File: src/rtl/ptc_pkg.sv
package ptc_pkg;

    localparam int ADDR_W   = 3;
    localparam int NUM_REGS = 1 << ADDR_W;

    typedef enum logic [ADDR_W-1:0] {
        REG_CTRL     = 3'd0,
        REG_RATE     = 3'd1,
        REG_TIME_LO  = 3'd2,
        REG_TIME_HI  = 3'd3,
        REG_GOAL_LO  = 3'd4,
        REG_GOAL_HI  = 3'd5,
        REG_WRAP_EN  = 3'd6,
        REG_WRAP_LIM = 3'd7
    } reg_sel_e;

endpackage

File: src/rtl/ptc_phase_acc.sv
module ptc_phase_acc #(
    parameter int W = 32
) (
    input  logic         clk,
    input  logic         rst_n,
    input  logic         srst_i,
    input  logic [W-1:0] addend_i,
    output logic         tick_o
);

    typedef struct packed {
        logic [W-1:0] acc;
    } acc_state_t;

    acc_state_t  st_d, st_q;
    logic [W:0]  sum;

    always_comb begin
        st_d   = st_q;
        sum    = {1'b0, st_q.acc} + {1'b0, addend_i};
        tick_o = sum[W] & ~srst_i;
        if (srst_i) begin
            st_d.acc = '0;
        end else begin
            st_d.acc = sum[W-1:0];
        end
    end

    always_ff @(posedge clk or negedge rst_n) begin
        if (!rst_n) begin
            st_q <= '0;
        end else begin
            st_q <= st_d;
        end
    end

    AST_ACC_CLEARED: assert property (@(posedge clk) disable iff (!rst_n)
        srst_i |=> (st_q.acc == '0));

    AST_ZERO_RATE_FROZEN: assert property (@(posedge clk) disable iff (!rst_n)
        (!srst_i && addend_i == '0) |=> $stable(st_q.acc));

endmodule

File: src/rtl/ptc_time_core.sv
module ptc_time_core #(
    parameter int W = 32
) (
    input  logic           clk,
    input  logic           rst_n,
    input  logic           srst_i,
    input  logic           tick_i,
    input  logic           wr_lo_i,
    input  logic           wr_hi_i,
    input  logic [W-1:0]   wdata_i,
    input  logic [W-1:0]   wrap_lim_i,
    output logic [2*W-1:0] time_o
);

    localparam int TW = 2 * W;

    typedef struct packed {
        logic [W-1:0]  shadow;
        logic [TW-1:0] tval;
    } core_state_t;

    core_state_t st_d, st_q;
    logic        at_limit;

    always_comb begin
        st_d     = st_q;
        at_limit = (st_q.tval[W-1:0] >= wrap_lim_i);
        if (wr_lo_i) begin
            st_d.shadow = wdata_i;
        end
        if (srst_i) begin
            st_d.tval = '0;
        end else if (wr_hi_i) begin
            st_d.tval = {wdata_i, st_q.shadow};
        end else if (tick_i) begin
            if (at_limit) begin
                st_d.tval = {st_q.tval[TW-1:W] + W'(1), W'(0)};
            end else begin
                st_d.tval = st_q.tval + TW'(1);
            end
        end
    end

    always_ff @(posedge clk or negedge rst_n) begin
        if (!rst_n) begin
            st_q <= '0;
        end else begin
            st_q <= st_d;
        end
    end

    assign time_o = st_q.tval;

    AST_SOFT_RESET_ZERO: assert property (@(posedge clk) disable iff (!rst_n)
        srst_i |=> (time_o == '0));

    AST_COHERENT_LOAD: assert property (@(posedge clk) disable iff (!rst_n)
        (wr_hi_i && !srst_i) |=> (time_o == {$past(wdata_i), $past(st_q.shadow)}));

    AST_SINGLE_STEP: assert property (@(posedge clk) disable iff (!rst_n)
        (!srst_i && !wr_hi_i) |=> ((time_o == $past(time_o)) ||
                                   (time_o == $past(time_o) + TW'(1)) ||
                                   (time_o == {$past(time_o[TW-1:W]) + W'(1), W'(0)})));

    AST_WRAP_TO_ZERO: assert property (@(posedge clk) disable iff (!rst_n)
        (tick_i && !srst_i && !wr_hi_i && time_o[W-1:0] >= wrap_lim_i)
            |=> (time_o[W-1:0] == '0));

endmodule

File: src/rtl/ptc_target_cmp.sv
module ptc_target_cmp #(
    parameter int TW = 64
) (
    input  logic          clk,
    input  logic          rst_n,
    input  logic [TW-1:0] time_i,
    input  logic [TW-1:0] goal_i,
    output logic          hit_o
);

    typedef struct packed {
        logic reached;
    } cmp_state_t;

    cmp_state_t st_d, st_q;
    logic       ge_now;

    always_comb begin
        st_d         = st_q;
        ge_now       = (time_i >= goal_i);
        st_d.reached = ge_now;
        hit_o        = ge_now & ~st_q.reached;
    end

    always_ff @(posedge clk or negedge rst_n) begin
        if (!rst_n) begin
            st_q <= '0;
        end else begin
            st_q <= st_d;
        end
    end

    AST_HIT_ONE_CYCLE: assert property (@(posedge clk) disable iff (!rst_n)
        hit_o |=> !hit_o);

endmodule

File: src/rtl/prec_time_counter.sv
module prec_time_counter #(
    parameter int                       WORD_W   = 32,
    parameter logic [WORD_W-1:0]        RATE_RST = 32'hA000_0000,
    parameter logic [WORD_W-1:0]        WRAP_RST = '1,
    parameter logic [2*WORD_W-1:0]      GOAL_RST = 64'd1
) (
    input  logic                        clk,
    input  logic                        rst_n,
    input  logic                        reg_wr,
    input  logic                        reg_rd,
    input  logic [ptc_pkg::ADDR_W-1:0]  reg_addr,
    input  logic [WORD_W-1:0]           reg_wdata,
    output logic [WORD_W-1:0]           reg_rdata,
    output logic [2*WORD_W-1:0]         sys_time,
    output logic                        target_hit
);

    import ptc_pkg::*;

    localparam int TW = 2 * WORD_W;

    typedef struct packed {
        logic              soft_rst;
        logic [WORD_W-1:0] rate;
        logic [TW-1:0]     goal;
        logic              wrap_en;
        logic [WORD_W-1:0] wrap_lim;
        logic [WORD_W-1:0] hi_snap;
        logic [WORD_W-1:0] rdata;
    } regs_t;

    localparam regs_t REGS_RST = '{
        soft_rst: 1'b0,
        rate:     RATE_RST,
        goal:     GOAL_RST,
        wrap_en:  1'b0,
        wrap_lim: WRAP_RST,
        hi_snap:  '0,
        rdata:    '0
    };

    regs_t               rg_d, rg_q;
    logic [NUM_REGS-1:0] wr_sel;
    logic                tick;
    logic [TW-1:0]       time_now;

    for (genvar g = 0; g < NUM_REGS; g++) begin : g_wr_dec
        assign wr_sel[g] = reg_wr && (reg_addr == ADDR_W'(g));
    end

    always_comb begin
        rg_d = rg_q;
        if (wr_sel[REG_CTRL]) begin
            rg_d.soft_rst = reg_wdata[0];
        end
        if (wr_sel[REG_RATE]) begin
            rg_d.rate = reg_wdata;
        end
        if (wr_sel[REG_GOAL_LO]) begin
            rg_d.goal[WORD_W-1:0] = reg_wdata;
        end
        if (wr_sel[REG_GOAL_HI]) begin
            rg_d.goal[TW-1:WORD_W] = reg_wdata;
        end
        if (wr_sel[REG_WRAP_EN]) begin
            rg_d.wrap_en = reg_wdata[0];
        end
        if (wr_sel[REG_WRAP_LIM] && rg_q.wrap_en) begin
            rg_d.wrap_lim = reg_wdata;
        end
        if (reg_rd) begin
            case (reg_sel_e'(reg_addr))
                REG_CTRL:     rg_d.rdata = {{(WORD_W-1){1'b0}}, rg_q.soft_rst};
                REG_RATE:     rg_d.rdata = rg_q.rate;
                REG_TIME_LO: begin
                    rg_d.rdata   = time_now[WORD_W-1:0];
                    rg_d.hi_snap = time_now[TW-1:WORD_W];
                end
                REG_TIME_HI:  rg_d.rdata = rg_q.hi_snap;
                REG_GOAL_LO:  rg_d.rdata = rg_q.goal[WORD_W-1:0];
                REG_GOAL_HI:  rg_d.rdata = rg_q.goal[TW-1:WORD_W];
                REG_WRAP_EN:  rg_d.rdata = {{(WORD_W-1){1'b0}}, rg_q.wrap_en};
                REG_WRAP_LIM: rg_d.rdata = rg_q.wrap_lim;
                default:      rg_d.rdata = '0;
            endcase
        end
    end

    always_ff @(posedge clk or negedge rst_n) begin
        if (!rst_n) begin
            rg_q <= REGS_RST;
        end else begin
            rg_q <= rg_d;
        end
    end

    ptc_phase_acc #(.W(WORD_W)) i_phase_acc (
        .clk      (clk),
        .rst_n    (rst_n),
        .srst_i   (rg_q.soft_rst),
        .addend_i (rg_q.rate),
        .tick_o   (tick)
    );

    ptc_time_core #(.W(WORD_W)) i_time_core (
        .clk        (clk),
        .rst_n      (rst_n),
        .srst_i     (rg_q.soft_rst),
        .tick_i     (tick),
        .wr_lo_i    (wr_sel[REG_TIME_LO]),
        .wr_hi_i    (wr_sel[REG_TIME_HI]),
        .wdata_i    (reg_wdata),
        .wrap_lim_i (rg_q.wrap_lim),
        .time_o     (time_now)
    );

    ptc_target_cmp #(.TW(TW)) i_target_cmp (
        .clk    (clk),
        .rst_n  (rst_n),
        .time_i (time_now),
        .goal_i (rg_q.goal),
        .hit_o  (target_hit)
    );

    assign sys_time  = time_now;
    assign reg_rdata = rg_q.rdata;

    AST_WRAP_LOCKED: assert property (@(posedge clk) disable iff (!rst_n)
        (wr_sel[REG_WRAP_LIM] && !rg_q.wrap_en) |=> $stable(rg_q.wrap_lim));

    AST_READ_LATENCY: assert property (@(posedge clk) disable iff (!rst_n)
        (reg_rd && reg_addr == REG_RATE && !reg_wr) |=> (reg_rdata == $past(rg_q.rate)));

endmodule

File: config.mk
export PLATFORM = sky130hd
export DESIGN_NAME = prec_time_counter
export DESIGN_NICKNAME = d
export VERILOG_FILES = /design/src/rtl/ptc_pkg.sv /design/src/rtl/ptc_phase_acc.sv /design/src/rtl/ptc_time_core.sv /design/src/rtl/ptc_target_cmp.sv /design/src/rtl/prec_time_counter.sv
export SDC_FILE = /design/constraint.sdc
export NUM_CORES = 1
export LEC_CHECK = 0
export ABC_AREA = 1
export BUFFER_PORTS_ARGS = -buffer_cell sky130_fd_sc_hd__buf_2
export CORE_MARGIN = 4
export CORE_UTILIZATION = 40
export CTS_BUF_LIST = sky130_fd_sc_hd__clkbuf_8
export CTS_CLUSTER_DIAMETER = 30
export DETAILED_ROUTE_END_ITERATION = 7
export MAX_ROUTING_LAYER = met4
export PLACE_DENSITY = 0.61
export SLEW_MARGIN = 15
export SYNTH_ARGS = -nofsm -noshare
export SYNTH_HDL_FRONTEND = slang
export SYNTH_HIERARCHICAL = 1
export SYNTH_SLANG_ARGS = --single-unit
File: constraint.sdc
create_clock -name clk -period 2.8 [get_ports clk]
set_input_delay 0.28 -clock clk [delete_from_list [all_inputs] [get_ports clk]]
set_output_delay 0.28 -clock clk [all_outputs]
set_load 0.02 [all_outputs]
==> impl_metrics.toml, run 1 <==
[floorplan]
chipHeight_microns = 252
die_area_sq_mm = 0.0634
die_width_microns = 252
initial_utilization = 0.404
std_cell_rows = 89
top_level_ports = 136
core_sq_mm = 0.0589

[logic_synthesis]
synth.area.top_cells = "sky130_fd_sc_hd__dfrtp_1 30%, sky130_fd_sc_hd__nand2_1 19%, sky130_fd_sc_hd__inv_1 6.9%"
synth_enable_flop_cells = 0
yosys_warnings = 6
synth.largest_area_cell = "sky130_fd_sc_hd__dfrtp_1"
share_of_the_synthesized_area_in_the_top_cell_type = 0.303
post_synth.cell_area_avg_sq_um = 6.71
synth.ff_latch_count = 323
synth_fp_nets = 3712
synth_sequential_area_ratio = 0.342
netlist_area_sq_mm = 0.0238
netlist_instances = 3542
postSynth.topFlopCell = "sky130_fd_sc_hd__dfrtp_1"
synthArstFlopShare = 1.00
yosysUniqueCellTypes = 45

[global_route]
grt_antenna_before_repair = 1
grt_start_max_net_pins = 73
grt_use_met1 = 0.381
groute.layer.met2.usage = 0.417
grt_overflow_total = 0
met3_usage = 0.0393
grt-busiest-layer = "met2"
grt_usage = 0.276
grt_first_pass_wirelength_mm = 132
grt_pass1_vias = 22500

[final_layout]
finalNonFillerCells = 4610
syn_to_final_growth_pct = 21.1
layout.cell_area.non_filler_sq_mm = 0.0288
post_route_cells_drive_above_1_share = 0.199
num-fill-cells = 5922
fin_nets = 3932

[clock_tree]
clkSinkCount = 323
path_clk_slew_ns = 0.05
number_of_levels_in_the_clock_h_tree = 3
worstSkewPairLatency_ns = 0.68
cts_root_buffer = "sky130_fd_sc_hd__clkbuf_8"
cts_made_buffers = 90
cts_tree = "built"
cts_buffer_depth = 3

[power]
max-vdd-ir-drop_mv = 0.404
power.share.combinational = 0.473
internal_power_mw = 16.1
p_clk_frac = 0.253
total_power_mw = 28.9
power_density_mw_per_mm2 = 1000
swShare = 0.441
register_share_of_total_power = 0.274
cellLeakagePower_nw = 15.4
net-switching-power_mw = 12.7

[timing]
fin_worst_skew_ns = 0.0271
final_max_slew_viol_count = 0
fmaxAchievable_mhz = 349
finalSetupViolCount = 1
timing_worst_slew_pin_value_ns = 0.939
tns_ns = -0.0671
worst_slack_ns = -0.0671
final.period_utilization = 1.02
period_minus_slack_ns = 2.87
max-slew-margin-rel = 0.372
final-hold-violation-count = 0
rsz0062_at_grt = "true"

[setup_path]
worst_path_fanout_max = 2
setup.worst_path.start_class = "flip-flop"
required_ns = 2.52
worst_ep_arrival_time_ns = 2.59
r2r.worst_path.cells = 17
critical-path-max-stage-delay_ns = 0.46
worst_r2r_endpoint = "i_time_core/time_o[46]"
timing.rr.start = "rg_q[180]"
timing.critical_path.max_delay_family = "simple AND/OR/NAND/NOR gates"
worst_path_max_delay_cell = "sky130_fd_sc_hd__dfrtp_2"
critical_path_cell_by_cell = "ha_4 > nand2_2 > nor2_2 > nand4_1 > a21oi_2 > nor2_2 > nand2_2 > nand2_2 > a21oi_4 > buf_6"
regToRegSetupSlack_ns = 0.17
cp_common_cell = "sky130_fd_sc_hd__nand2_2"
critical_path_depth = 10
endpoint_kind = "primary output"
critical_path_class = "reg2out"
worstPathBufferInverterCount = 1
crit_path_end = "target_hit"
critical_path_source = "i_time_core/time_o[29]"

[flow_run]
drv.max_cap_violation_count = 0

[detailed_routing]
vias_per_cell = 5.16
route.vias.total = 23800
dr.pass1.iters = 6
post_drt_wl_per_cell_microns = 19.1
totalWireLength_mm = 87.9
drt_drc_violations_left = 0
postRouteAntennaNets = 0
detailedRoute.firstIterationViolations = 2190

[status]
failed_checks = "negative setup slack"
run_status = "complete, but fails checks"

[placed_design]
weighted_congestion_reported_at_the_end_of_routability_driven_placement = 1.02
port_buffers = 135
dp_hpwl_mm = 64.4
total_placed_instance_area_sq_mm = 0.0253
numPlacedInstances = 4355
place_worst_setup_slack_ns = -0.0398

[hold_path]
hold_path.class = "in2reg"
==> power groups by stage <==
stage | Sequential, mW | Combinational (mW) | Clock [mW]
2_1_floorplan | 7.26 | 8.45 | 0
3_5_place_dp | 7.94 | 11.9 | 0
4_1_cts | 7.79 | 12.7 | 7.38
6_report | 7.90 | 13.6 | 7.31
3_3_place_gp | 7.92 | 11.7 | 0
5_1_grt | 8.02 | 15.1 | 7.64
==> final cells by class <==
type                       count  area, sq um  share of cell area
timing repair buffer         357         2730              0.0948
multi-input combinational   2540        13100               0.455
sequential                   323         8180               0.284
inverter                     450         1700              0.0590
antenna                        1         2.50           0.0000870
clock buffer                 114         1570              0.0545
clock inverter                52          529              0.0184
tap                          773          967              0.0336
==> routing by layer <==
metal	part of all wire	vias up
li1	-	11500
met5	0	-
met2	0.44	986
met4	0.038	0
met1	0.44	11100
met3	0.080	187
==> cell usage after synthesis (2+ instances only) <==
master and count:
sky130_fd_sc_hd__nand3_1 217, sky130_fd_sc_hd__nand3_2 8, sky130_fd_sc_hd__nor2_8 2, sky130_fd_sc_hd__o21a_1 3, sky130_fd_sc_hd__nand4_1 96, sky130_fd_sc_hd__nor3_4 3, sky130_fd_sc_hd__a21o_1 3, sky130_fd_sc_hd__nor3_2 6
sky130_fd_sc_hd__a21oi_2 2, sky130_fd_sc_hd__buf_2 50, sky130_fd_sc_hd__buf_1 11, sky130_fd_sc_hd__o22ai_1 4, sky130_fd_sc_hd__o21ai_1 18, sky130_fd_sc_hd__nor2_4 11, sky130_fd_sc_hd__o21ai_2 32, sky130_fd_sc_hd__dfstp_2 35
sky130_fd_sc_hd__xor2_1 39, sky130_fd_sc_hd__xnor2_1 19, sky130_fd_sc_hd__buf_4 100, sky130_fd_sc_hd__and2_1 4, sky130_fd_sc_hd__clkbuf_1 58, sky130_fd_sc_hd__clkbuf_2 3, sky130_fd_sc_hd__nor2_2 27, sky130_fd_sc_hd__inv_1 436
sky130_fd_sc_hd__nor2_1 383, sky130_fd_sc_hd__nand2_2 26, sky130_fd_sc_hd__nor3_1 11, sky130_fd_sc_hd__nand2_4 3, sky130_fd_sc_hd__nand2_1 1182, sky130_fd_sc_hd__ha_1 130, sky130_fd_sc_hd__o21ai_0 158, sky130_fd_sc_hd__dfrtp_1 288
sky130_fd_sc_hd__inv_2 12, sky130_fd_sc_hd__buf_6 6, sky130_fd_sc_hd__nand3b_1 11, sky130_fd_sc_hd__nand4_2 2, sky130_fd_sc_hd__o21bai_1 8, sky130_fd_sc_hd__a21oi_1 128
==> through the flow <==
stage               hold slack (ns)  utilization
floorplan                   -0.0156            -
global placement              0.291        0.429
detailed placement            0.297        0.429
CTS                           0.131        0.477
global route                  0.188        0.489
finish                        0.180        0.489
==> worst min path at each step <==
stage           startpoint             endpoint  slack (ns)  cells after the start
2_1_floorplan        rst_n  i_phase_acc/st_q[0]       -0.02                      0
3_3_place_gp         rst_n            rg_q[162]        0.29                      1
3_5_place_dp         rst_n            rg_q[162]        0.30                      1
4_1_cts        reg_addr[2]             rg_q[41]        0.13                      4
5_1_grt        reg_addr[2]             rg_q[46]        0.19                      4
6_report       reg_addr[2]             rg_q[46]        0.18                      4
==> cells by family (layout without fill, tap and decap cells) <==
group | after synthesis | in the layout | share of synthesized area
AO/OA/AOI/OAI | 357 | 357 | 0.0823
adder cells (fa/ha/maj) | 131 | 131 | 0.0693
buffers and inverters | 679 | 973 | 0.128
flip-flops | 323 | 323 | 0.342
XOR/XNOR | 58 | 58 | 0.0214
other | 0 | 1 | 0
AND/OR/NAND/NOR | 1994 | 1994 | 0.357
==> cells in the final DEF, fill, tap and decap left out, types with 11 or more instances in the layout <==
master	count
sky130_fd_sc_hd__dfrtp_1	246
sky130_fd_sc_hd__ha_1	106
sky130_fd_sc_hd__nand4_1	96
sky130_fd_sc_hd__dfstp_2	35
sky130_fd_sc_hd__buf_12	13
sky130_fd_sc_hd__nor2_1	364
sky130_fd_sc_hd__nand3_1	215
sky130_fd_sc_hd__nor2_4	16
sky130_fd_sc_hd__nand3b_1	11
sky130_fd_sc_hd__o21ai_1	18
sky130_fd_sc_hd__buf_4	165
sky130_fd_sc_hd__a21oi_2	11
sky130_fd_sc_hd__o21ai_0	158
sky130_fd_sc_hd__clkbuf_8	114
sky130_fd_sc_hd__xnor2_1	19
sky130_fd_sc_hd__nor2_2	41
sky130_fd_sc_hd__dfrtp_2	42
sky130_fd_sc_hd__ha_4	23
sky130_fd_sc_hd__inv_2	19
sky130_fd_sc_hd__xor2_1	39
sky130_fd_sc_hd__nand2_2	42
sky130_fd_sc_hd__inv_1	448
sky130_fd_sc_hd__buf_2	133
sky130_fd_sc_hd__a21oi_1	118
sky130_fd_sc_hd__dlygate4sd3_1	35
sky130_fd_sc_hd__nand2_1	1165
sky130_fd_sc_hd__bufinv_16	11
sky130_fd_sc_hd__clkinv_2	15
sky130_fd_sc_hd__o21ai_2	32
==> worst register-to-register path, delay by kind of cell, from the launching register on <==
family,cells,cell delay [ns]
AO/OA/AOI/OAI,2,0.24
adder cells (fa/ha/maj),1,0.34
buffers and inverters,3,0.50
flip-flops,1,0.39
AND/OR/NAND/NOR,11,1.06
==> registers in the layout, summed over array words and instances, names as in the netlist <==
register,cells
rg_q,162
i_time_core/time_o,64
i_phase_acc/st_q,32
i_time_core/st_q,32
reg_rdata,32
i_target_cmp/st_q,1
==> timing repair <==
item	in CTS	in global routing
hold buffers	35	0
gates resized for setup	61	81
hold endpoints to repair	154	0
pin swaps	16	26
buffers inserted	23	24
setup endpoints to repair	65	65
cloned	0	6
(Power assumes the default switching activity.)
==> run 2: changes to the inputs <==
--- a/config.mk
+++ b/config.mk
@@ -5,7 +5,6 @@
 export SDC_FILE = /design/constraint.sdc
 export NUM_CORES = 1
 export LEC_CHECK = 0
-export ABC_AREA = 1
 export BUFFER_PORTS_ARGS = -buffer_cell sky130_fd_sc_hd__buf_2
 export CORE_MARGIN = 4
 export CORE_UTILIZATION = 40
@@ -13,7 +12,6 @@
 export CTS_CLUSTER_DIAMETER = 30
 export DETAILED_ROUTE_END_ITERATION = 7
 export MAX_ROUTING_LAYER = met4
-export PLACE_DENSITY = 0.61
 export SLEW_MARGIN = 15
 export SYNTH_ARGS = -nofsm -noshare
 export SYNTH_HDL_FRONTEND = slang
==> run 2 against run 1 <==
Compared with the run above:
- the run still ends with negative setup slack left
- sequential share of layout area increased by 1.9 points
- combinational power fell by 26%
- clock-buffer cell count decreased by 9
- critical path depth is 4 higher
- power decreased by 17%
- register-to-register slack worse by 0.92 ns
- worst hold slack lost 0.15 ns
- synthesized cell count fell by 43%
==> impl_metrics.toml, run 2 <==
[global_route]
grt_first_pass_wirelength_mm = 118
grt_antenna_before_repair = 2
grt_pass1_vias = 18700
grt_start_max_net_pins = 95
grt_usage = 0.298
grt_overflow_total = 0

[logic_synthesis]
synth.ff_latch_count = 323
synth.area.top_cells = "sky130_fd_sc_hd__dfrtp_1 35%, sky130_fd_sc_hd__mux2_2 10%, sky130_fd_sc_hd__ha_1 8.0%"
synth.largest_area_cell = "sky130_fd_sc_hd__dfrtp_1"
yosysUniqueCellTypes = 99
netlist_area_sq_mm = 0.0204
share_of_the_synthesized_area_in_the_top_cell_type = 0.353
synth_enable_flop_cells = 0
netlist_instances = 2009
yosys_warnings = 6
postSynth.topFlopCell = "sky130_fd_sc_hd__dfrtp_1"
synthTopCellsByCount = "288 x sky130_fd_sc_hd__dfrtp_1, 186 x sky130_fd_sc_hd__mux2_2, 136 x sky130_fd_sc_hd__inv_1"
synth_sequential_area_ratio = 0.398
post-synth-top-count-cell = "sky130_fd_sc_hd__dfrtp_1"
synthArstFlopShare = 1.00
synth_fp_nets = 2179
post_synth.cell_area_avg_sq_um = 10.2

[detailed_routing]
vias_per_cell = 5.80
postRouteAntennaNets = 0
drt_drc_violations_left = 0
detailedRoute.firstIterationViolations = 1600
totalWireLength_mm = 79.8
post_drt_wl_per_cell_microns = 25.0
route.vias.total = 18500
dr.pass1.iters = 7

[timing]
period_minus_slack_ns = 3.55
final_max_slew_viol_count = 0
final-hold-violation-count = 0
fmaxAchievable_mhz = 282
max-slew-margin-rel = 0.393
fin_worst_skew_ns = 0.0430
finalSetupViolCount = 65
timing_worst_slew_pin_value_ns = 0.909
worst_slack_ns = -0.751
rsz0062_at_grt = "true"
final.period_utilization = 1.27

[setup_path]
r2r.worst_path.cells = 14
timing.rr.start = "rg_q[161]"
worst_r2r_endpoint = "i_time_core/time_o[60]"
setup.worst_path.start_class = "flip-flop"
regToRegSetupSlack_ns = -0.75
required_ns = 3.34
worst_path_fanout_max = 5
critical_path_class = "reg2reg"
worst_ep_arrival_time_ns = 4.09
endpoint_kind = "flip-flop"

[placed_design]
numPlacedInstances = 2968
weighted_congestion_reported_at_the_end_of_routability_driven_placement = 0.983
port_buffers = 135
dp_hpwl_mm = 59.1

[hold_path]
hold_path.class = "in2reg"
whs_endpoint = "i_time_core/time_o[59]"
worst_hold_launch = "reg_wdata[27]"
whs_path_depth = 3

[status]
run_status = "complete, but fails checks"
failed_checks = "negative setup slack"

[floorplan]
top_level_ports = 136
std_cell_rows = 82
die_area_sq_mm = 0.0547
core_sq_mm = 0.0503
die_width_microns = 234
initial_utilization = 0.406
chipHeight_microns = 234

[flow_run]
drv.max_cap_violation_count = 0

[final_layout]
mostFrequentLayoutCell = "sky130_fd_sc_hd__buf_4"
largest_register_ff_count = 162
num-fill-cells = 4586
most-common-layout-cells = "329 x sky130_fd_sc_hd__buf_4, 287 x sky130_fd_sc_hd__dfrtp_1, 186 x sky130_fd_sc_hd__mux2_2"
syn_to_final_growth_pct = 31.3
top_register = "rg_q"
multi_input_comb_area_sq_mm = 0.0112
ff_latch_area_sq_mm = 0.00813
post_route_cells_drive_above_1_share = 0.406
finalNonFillerCells = 3188
finalCoreUtilization = 0.533
fin_nets = 2609

[clock_tree]
worstSkewPairLatency_ns = 0.68
path_clk_slew_ns = 0.05
cts_root_buffer = "sky130_fd_sc_hd__clkbuf_8"
cts_tree = "built"
clkSinkCount = 323
cts_made_buffers = 89
number_of_levels_in_the_clock_h_tree = 3
cts_buffer_depth = 3

[power]
power_density_mw_per_mm2 = 895
cellLeakagePower_nw = 12.5
max-vdd-ir-drop_mv = 0.465
total_power_mw = 24.0
run 2: changes by cell type after synthesis, sizes merged, moves of 64 or more:
cell / previous run / this run
nor2: 423 / 120
mux2: 0 / 203
o21ai: 208 / 83
nand4: 98 / 34
nand3: 225 / 42
nand2: 1211 / 123
inv: 449 / 137
run 2: worst max path at each step:
stage / from / endpoint / slack [ns] / cells past startpoint
finish: rg_q[161] / i_time_core/time_o[60] / -0.75 / 14
CTS: rg_q[161] / i_time_core/time_o[44] / -0.64 / 15
global route: rg_q[161] / i_time_core/time_o[60] / -0.85 / 14
detailed placement: rg_q[79] / i_time_core/time_o[53] / -0.64 / 11
global placement: rg_q[161] / i_time_core/time_o[15] / -0.59 / 17
floorplan: rg_q[161] / i_time_core/time_o[55] / -0.38 / 14
run 2: stage by stage:
| stage | TNS, ns | hold WS [ns] | worst slack [ns] | instance area [sq um] |
|---|---|---|---|---|
| floorplan | -11.96 | -0.0156 | -0.376 | 20500 |
| global placement | -28.44 | 0.211 | -0.585 | 23500 |
| detailed placement | -31.42 | 0.211 | -0.636 | 23500 |
| CTS | -32.24 | 0.00458 | -0.637 | 26400 |
| global route | -46.41 | 0.0171 | -0.851 | 26800 |
| finish | -38.70 | 0.0294 | -0.751 | 26800 |
run 2: logic make-up after synthesis:
family	after synthesis	share of synthesized area
DFF	323	0.398
xor gates and xnor gates	35	0.0150
AOI/OAI and AO/OA	491	0.174
muxes	237	0.131
buffers and inverters	330	0.0866
adders and majority gates	131	0.0807
and+or+nand+nor	462	0.114
run 2: layout make-up:
type                    instances  share of cell area
multi-input cells            1356               0.417
flip-flops and latches        323               0.303
repair buffers                532               0.151
clock buffers                 105              0.0540
well taps                     672              0.0314
clock inverters                61              0.0241
inverters                     137              0.0194
diodes                          2            0.000187
run 2: worst max-delay path, stage by stage (launching register included):
cell and delay, ns:
sky130_fd_sc_hd__dfrtp_1 0.36, sky130_fd_sc_hd__ha_2 0.20, sky130_fd_sc_hd__inv_2 0.04, sky130_fd_sc_hd__fa_2 0.38
sky130_fd_sc_hd__nor2b_4 0.14, sky130_fd_sc_hd__o211ai_2 0.13, sky130_fd_sc_hd__a211oi_4 0.29, sky130_fd_sc_hd__o41ai_4 0.14
sky130_fd_sc_hd__o211ai_2 0.23, sky130_fd_sc_hd__nand3_2 0.13, sky130_fd_sc_hd__a211oi_4 0.30, sky130_fd_sc_hd__buf_6 0.19
sky130_fd_sc_hd__o2111ai_2 0.17, sky130_fd_sc_hd__or4_4 0.47, sky130_fd_sc_hd__a311oi_2 0.25
run 2: layer usage:
layer | wire (microns) | global-route usage
met1 | 32700 | 0.374
met5 | 0 | -
met3 | 6780 | 0.0739
met2 | 36400 | 0.457
met4 | 3950 | 0.130
run 2: power breakdown:
part | switching, mW | internal, mW
sequential | 0.770 | 5.86
clock | 2.64 | 4.63
combinational | 5.37 | 4.72
total | 8.78 | 15.2
run 2: what timing repair did:
item | in CTS | in global routing
endpoints found under the hold margin | 298 | 0
hold buffers | 19 | 0
setup buffers | 24 | 19
cloned | 1 | 0
endpoints found under the setup margin | 65 | 69
gates resized for setup | 97 | 80
pin swaps | 49 | 58
